`src/rtl/mmd_pkg.sv`:
```
package mmd_pkg;

    localparam int MMD_STAGES   = 4;
    localparam int MMD_BASE_LOG = 5;
    localparam int MMD_OFS_W    = 9;
    localparam int MMD_DLT_W    = 4;

    localparam int MMD_RATIO_W  = MMD_BASE_LOG + MMD_STAGES + 1;
    localparam int MMD_SUM_W    = MMD_RATIO_W + 2;
    localparam int MMD_DEPTH_W  = $clog2(MMD_STAGES);
    localparam int MMD_CNT_W    = $clog2(MMD_STAGES + 1);

    typedef logic [MMD_RATIO_W-1:0] ratio_t;
    typedef logic [MMD_DEPTH_W-1:0] depth_t;

    typedef struct packed {
        depth_t depth;
        logic   widened;
        ratio_t lo;
        ratio_t hi;
    } range_t;

    localparam ratio_t MMD_MIN_RATIO = ratio_t'(1) << MMD_BASE_LOG;

    function automatic range_t range_bounds(input depth_t d, input logic wide);
        range_t r;
        ratio_t base;
        base      = ratio_t'(1) << (MMD_BASE_LOG + int'(d));
        r.depth   = d;
        r.widened = wide;
        r.lo      = wide ? (base + (base >> 1)) : base;
        r.hi      = r.lo + base - ratio_t'(1);
        return r;
    endfunction

    function automatic ratio_t clamp_ratio(input range_t r,
                                           input logic [MMD_OFS_W-1:0] ofs,
                                           input logic [MMD_DLT_W-1:0] dlt);
        logic signed [MMD_SUM_W-1:0] s_lo;
        logic signed [MMD_SUM_W-1:0] s_hi;
        logic signed [MMD_SUM_W-1:0] s_req;
        ratio_t res;
        s_lo  = $signed({{(MMD_SUM_W-MMD_RATIO_W){1'b0}}, r.lo});
        s_hi  = $signed({{(MMD_SUM_W-MMD_RATIO_W){1'b0}}, r.hi});
        s_req = s_lo
              + $signed({{(MMD_SUM_W-MMD_OFS_W){1'b0}}, ofs})
              + $signed({{(MMD_SUM_W-MMD_DLT_W){dlt[MMD_DLT_W-1]}}, dlt});
        if (s_req < s_lo)      res = r.lo;
        else if (s_req > s_hi) res = r.hi;
        else                   res = s_req[MMD_RATIO_W-1:0];
        return res;
    endfunction

endpackage

```
`src/rtl/mmd_cfg_decode.sv`:
```
module mmd_cfg_decode
    import mmd_pkg::*;
(
    input  logic [MMD_STAGES-1:0] stage_sel,
    input  logic [MMD_STAGES-1:0] sel34,
    input  logic [MMD_STAGES-1:0] bypass,
    output range_t                rng
);

    logic [MMD_CNT_W-1:0]  active_cnt;
    depth_t                depth;
    logic [MMD_STAGES-1:0] widen_hit;

    always_comb begin
        active_cnt = '0;
        for (int i = 0; i < MMD_STAGES; i++) begin
            active_cnt = active_cnt + MMD_CNT_W'(stage_sel[i]);
        end
    end

    always_comb begin
        if (active_cnt >= MMD_CNT_W'(MMD_STAGES - 1))
            depth = '0;
        else
            depth = depth_t'(MMD_CNT_W'(MMD_STAGES - 1) - active_cnt);
    end

    // A 3/4 cell takes effect only at the position that tops the chain.
    for (genvar g = 0; g < MMD_STAGES; g++) begin : g_widen
        assign widen_hit[g] = sel34[g] & bypass[g] & (depth == depth_t'(g));
    end

    assign rng = range_bounds(depth, |widen_hit);

endmodule

```
`src/rtl/mmd_ratio_sel.sv`:
```
module mmd_ratio_sel
    import mmd_pkg::*;
(
    input  logic                 clk,
    input  logic                 rst,
    input  logic                 strobe,
    input  range_t               rng,
    input  logic [MMD_OFS_W-1:0] int_ofs,
    input  logic [MMD_DLT_W-1:0] frac_delta,
    output ratio_t               ratio_next,
    output ratio_t               ratio_q
);

    assign ratio_next = clamp_ratio(rng, int_ofs, frac_delta);

    always_ff @(posedge clk) begin
        if (rst)
            ratio_q <= MMD_MIN_RATIO;
        else if (strobe)
            ratio_q <= ratio_next;
    end

endmodule

```
`src/rtl/mmd_period_ctr.sv`:
```
module mmd_period_ctr
    import mmd_pkg::*;
(
    input  logic   clk,
    input  logic   rst,
    input  ratio_t load_ratio,
    input  ratio_t cur_ratio,
    output logic   strobe,
    output logic   div_clk
);

    ratio_t remain;

    assign strobe  = (remain == '0);
    assign div_clk = (remain < (cur_ratio >> 1));

    always_ff @(posedge clk) begin
        if (rst)
            remain <= '0;
        else if (strobe)
            remain <= load_ratio - ratio_t'(1);
        else
            remain <= remain - ratio_t'(1);
    end

endmodule

```
`src/rtl/mmd_divider_chain.sv`:
```
module mmd_divider_chain
    import mmd_pkg::*;
(
    input  logic                  clk,
    input  logic                  rst,
    input  logic [MMD_STAGES-1:0] stage_sel,
    input  logic [MMD_STAGES-1:0] sel34,
    input  logic [MMD_STAGES-1:0] bypass,
    input  logic [MMD_OFS_W-1:0]  int_ofs,
    input  logic [MMD_DLT_W-1:0]  frac_delta,
    output logic                  div_clk,
    output logic                  period_strobe
);

    range_t rng;
    ratio_t ratio_next;
    ratio_t ratio_q;

    mmd_cfg_decode u_decode (
        .stage_sel (stage_sel),
        .sel34     (sel34),
        .bypass    (bypass),
        .rng       (rng)
    );

    mmd_ratio_sel u_ratio (
        .clk        (clk),
        .rst        (rst),
        .strobe     (period_strobe),
        .rng        (rng),
        .int_ofs    (int_ofs),
        .frac_delta (frac_delta),
        .ratio_next (ratio_next),
        .ratio_q    (ratio_q)
    );

    mmd_period_ctr u_ctr (
        .clk        (clk),
        .rst        (rst),
        .load_ratio (ratio_next),
        .cur_ratio  (ratio_q),
        .strobe     (period_strobe),
        .div_clk    (div_clk)
    );

endmodule

```
`config.mk`:
```
export PLATFORM = sky130hd
export DESIGN_NAME = mmd_divider_chain
export DESIGN_NICKNAME = d
export VERILOG_FILES = /design/src/rtl/mmd_pkg.sv /design/src/rtl/mmd_cfg_decode.sv /design/src/rtl/mmd_ratio_sel.sv /design/src/rtl/mmd_period_ctr.sv /design/src/rtl/mmd_divider_chain.sv
export SDC_FILE = /design/constraint.sdc
export NUM_CORES = 1
export LEC_CHECK = 0
export BUFFER_PORTS_ARGS = -buffer_cell sky130_fd_sc_hd__buf_2
export CAP_MARGIN = 20
export CELL_PAD_IN_SITES_DETAIL_PLACEMENT = 0
export CELL_PAD_IN_SITES_GLOBAL_PLACEMENT = 1
export CORE_MARGIN = 10
export CORE_UTILIZATION = 49
export DETAILED_ROUTE_END_ITERATION = 8
export PLACE_DENSITY = 0.95
export SKIP_LAST_GASP = 1
export SYNTH_ARGS = -nofsm -noshare
export SYNTH_HDL_FRONTEND = slang
export SYNTH_SLANG_ARGS = --single-unit
```
`constraint.sdc`:
```
create_clock -name clk -period 21 [get_ports clk]
set_clock_uncertainty 0.1 [all_clocks]
set_input_delay 1.05 -clock clk [delete_from_list [all_inputs] [get_ports clk]]
set_output_delay 1.05 -clock clk [all_outputs]
set_load 0.02 [all_outputs]
```
==> summary.md <==
| Metric | Value |
|---|---|
| Vias per cell | `6.06` |
| DIE HEIGHT | `between 100 and 150 µm` |
| Starting Density | `51.2%` |
| Global-route wire length before repair | `14.8 mm` |
| Clock Path Buffers | `2` |
| Total track usage | `about 17%` |
| CP endpoint kind | `register` |
| Filler instances | `638` |
| Final WL | `8.74 mm` |
| Internal power | `around 0.26 mW` |
| ANT nets after route | `0` |
| Ant diodes | `0` |
| Ys flop type | `dfxtp_1` |
| Crit-path max FO | `7` |
| Largest net degree at the start of global routing | `21` |
| Number of buffers created by CTS | `3` |
| Period utilisation layout | `43.7%` |
| Share of cells above drive strength 1 | `9.68%` |
| Post-cts resize count | `0` |
| Combinational fraction of design power | `85.4%` |
| IO buf count | `28` |
| # setup viols final | `0` |
| Initial antenna violation count | `0` |
| DP HPWL | `~7.3 mm` |
| Worst EP required | `21060 ps` |
| LEAKAGE | `1.76 nW` |
| Clock transition at path regs | `80 ps` |
| Die footprint | `approximately 0.010 mm²` |
| Critical path type | `input port to register` |
| Synth top area share | `a little over a quarter` |
| Largest area contributor in the netlist | `ha_1` |
| CP startpoint kind | `input port` |
| Layout area overhead | `8.56%` |
| Clk sinks | `19` |
| Setup ws final | `11830 ps` |
| Overflow left after global routing | `0` |
| Nets | `about 570` |
| Io pins | `29` |
| Post-placement setup slack | `between 10000 and 15000 ps` |
| Synthesized flop and latch total | `19` |
| Asr flop ratio synth | `0%` |
| Hold Buf Count CTS | `0` |
| Clk_lat worst skew | `around 260 ps` |
| Largest cells by area after synthesis | `ha_1 26%, dfxtp_1 12%, a21oi_1 5.3%` |
| CP max stage delay | `roughly 700 ps` |
| Post-synth EDFFs | `0` |
| Clk network pwr share | `4.5%` |
| Most frequent cells in the layout | `69 x ha_1, 45 x inv_1, 44 x nor2_1` |
| Pwr per Cell Area | `approximately 160 mW/mm²` |
| Max_cap viols | `0` |
| Worst Tran Pin Value | `734 ps` |
| Slew Limit Fails | `0` |
| Unrepaired setup endpoints after global routing | `false` |
| YS warnings | `0` |
| Seq pwr share | `10.2%` |
| Crit path DAT | `9230 ps` |
| Iteration-0 DRC count of the detailed router | `364` |
| Number of global-route vias before repair | `3111` |
| Core box area | `between 0.006 and 0.007 mm²` |
| CTS Root Cell | `clkbuf_8` |
| DRC viols | `0` |
| Synth Cell Area | `0.00329 mm²` |
| Post-CTS Setup Bufs | `0` |
| Post-Syn Instances | `431` |
| GPL Wtd Cong | `slightly below 1` |
| Fmax achieved | `109 MHz` |
| FP Rows | `29` |
| Critical-path top delay cell | `or4_1` |
| Die Wd | `between 100 and 150 µm` |
| Final Hold Viols | `0` |
| Worst hold path class | `register to register` |
| First-pass detailed-route iteration total | `6` |
| Post-synthesis sequential area ratio | `11.6%` |
| Routed len/inst | `16.1 µm` |
| Commonest non-fill, non-tap cell in the layout | `ha_1` |
| NetSw | `0.327 mW` |
| Htree depth | `1` |
| Peak supply drop | `0.0814 mV` |
| CTS tree | `done` |
| Outcome | `completed` |
| Syn avg cell area | `7.63 µm²` |
| Crit path time final | `9170 ps` |
| Switching part of the total | `55.5%` |
| Via Count | `approximately 3.3k` |
| Unique masters post-synth | `62` |
| Setup_tns | `0 ps` |
| Max transition margin | `between 40 and 50%` |
-- metrics by stage --
stage / power (mW) / instances / hold slack [ps] / area [µm²] / utilization (%)
2_1_floorplan: 0.441 / 438 / 332 / 3310 / -
3_3_place_gp: 0.539 / 538 / 339 / 3520 / 54.9
3_5_place_dp: 0.548 / 538 / 348 / 3520 / 54.9
4_1_cts: 0.578 / 542 / 357 / 3570 / 55.6
5_1_grt: 0.655 / 542 / 379 / 3570 / 55.6
6_report: 0.589 / 542 / 358 / 3570 / 55.6
-- registers in the layout, indices dropped and copies added, names as in the netlist --
register         flops
u_ctr.remain        10
u_ratio.ratio_q      9
-- final cells by class --
cell class                 instances  area [µm²]  share of cell area [%]
tap                               77        96.3                    2.70
clock inverter                     1        5.00                   0.140
multi-input combinational        368        2730                    76.6
timing repair buffer              28         140                    3.93
inverter                          46         173                    4.84
sequential                        19         380                    10.7
clock buffer                       3        41.3                    1.16
-- critical path, delay by kind of cell --
kind / cells / cell delay [ps]
buf+inv: 7 / 740
compound gates: 7 / 1340
mux: 1 / 310
fa+ha+maj: 7 / 1960
xor+xnor: 1 / 150
simple gates: 12 / 3670
-- kinds of logic after synthesis --
logic type / after synthesis / share of synthesized area (%)
buffers and inverters: 51 / 6.09
other: 2 / 0.228
and+or+nand+nor: 133 / 21.2
adders and majority gates: 73 / 28.7
xor gates and xnor gates: 20 / 5.33
DFF: 19 / 11.6
AOI/OAI and AO/OA: 131 / 26.1
muxes: 2 / 0.761
-- path summary, 6_finish.rpt --
kind | start | endpoint | slack, ps | cells past startpoint
hold reg to reg | u_ratio.ratio_q[2]$_SDFFE_PP0P_ | u_ratio.ratio_q[2]$_SDFFE_PP0P_ | 360 | 2
setup / recovery | stage_sel[0] | u_ctr.remain[9]$_SDFF_PP0_ | 11830 | 35
setup reg to reg | u_ctr.remain[5]$_SDFF_PP0_ | u_ctr.remain[9]$_SDFF_PP0_ | 17700 | 8
hold / removal | u_ratio.ratio_q[2]$_SDFFE_PP0P_ | u_ratio.ratio_q[2]$_SDFFE_PP0P_ | 360 | 2
-- per-layer routing --
layer  track usage, %  wire length, µm  up-vias
li1                 -                -     1638
met1             23.5             4070     1515
met2             28.4             3950      113
met3             1.75              568       16
met4             2.71              152        0
met5                0                0        -
-- Yosys cell counts (3+ instances only) --
cell and instances:
xnor2_1 10, nand2_1 19, o21ai_0 26, nor2b_1 4, a311oi_1 3, a21o_1 17
o211ai_1 4, inv_1 45, o21a_1 3, or4_1 3, and4_1 3, nor3_1 15
nor4_1 3, nand2b_1 6, o21ai_1 4, and2_1 5, fa_1 4, a21oi_1 35
or2_2 4, a211oi_1 11, and3_1 3, nand3_1 12, nor2_1 44, xor2_1 10
o22ai_1 3, ha_1 69, dfxtp_1 19
-- power by group through the flow --
stage                     clock network, mW  registers [mW]  logic [mW]
after floorplan                           0          0.0570       0.384
after global placement                    0          0.0599       0.479
final                                0.0262          0.0598       0.503
after global routing                 0.0279          0.0611       0.566
after detailed placement                  0          0.0603       0.488
after CTS                            0.0265          0.0596       0.492
Power figures use the tool's default switching activity.
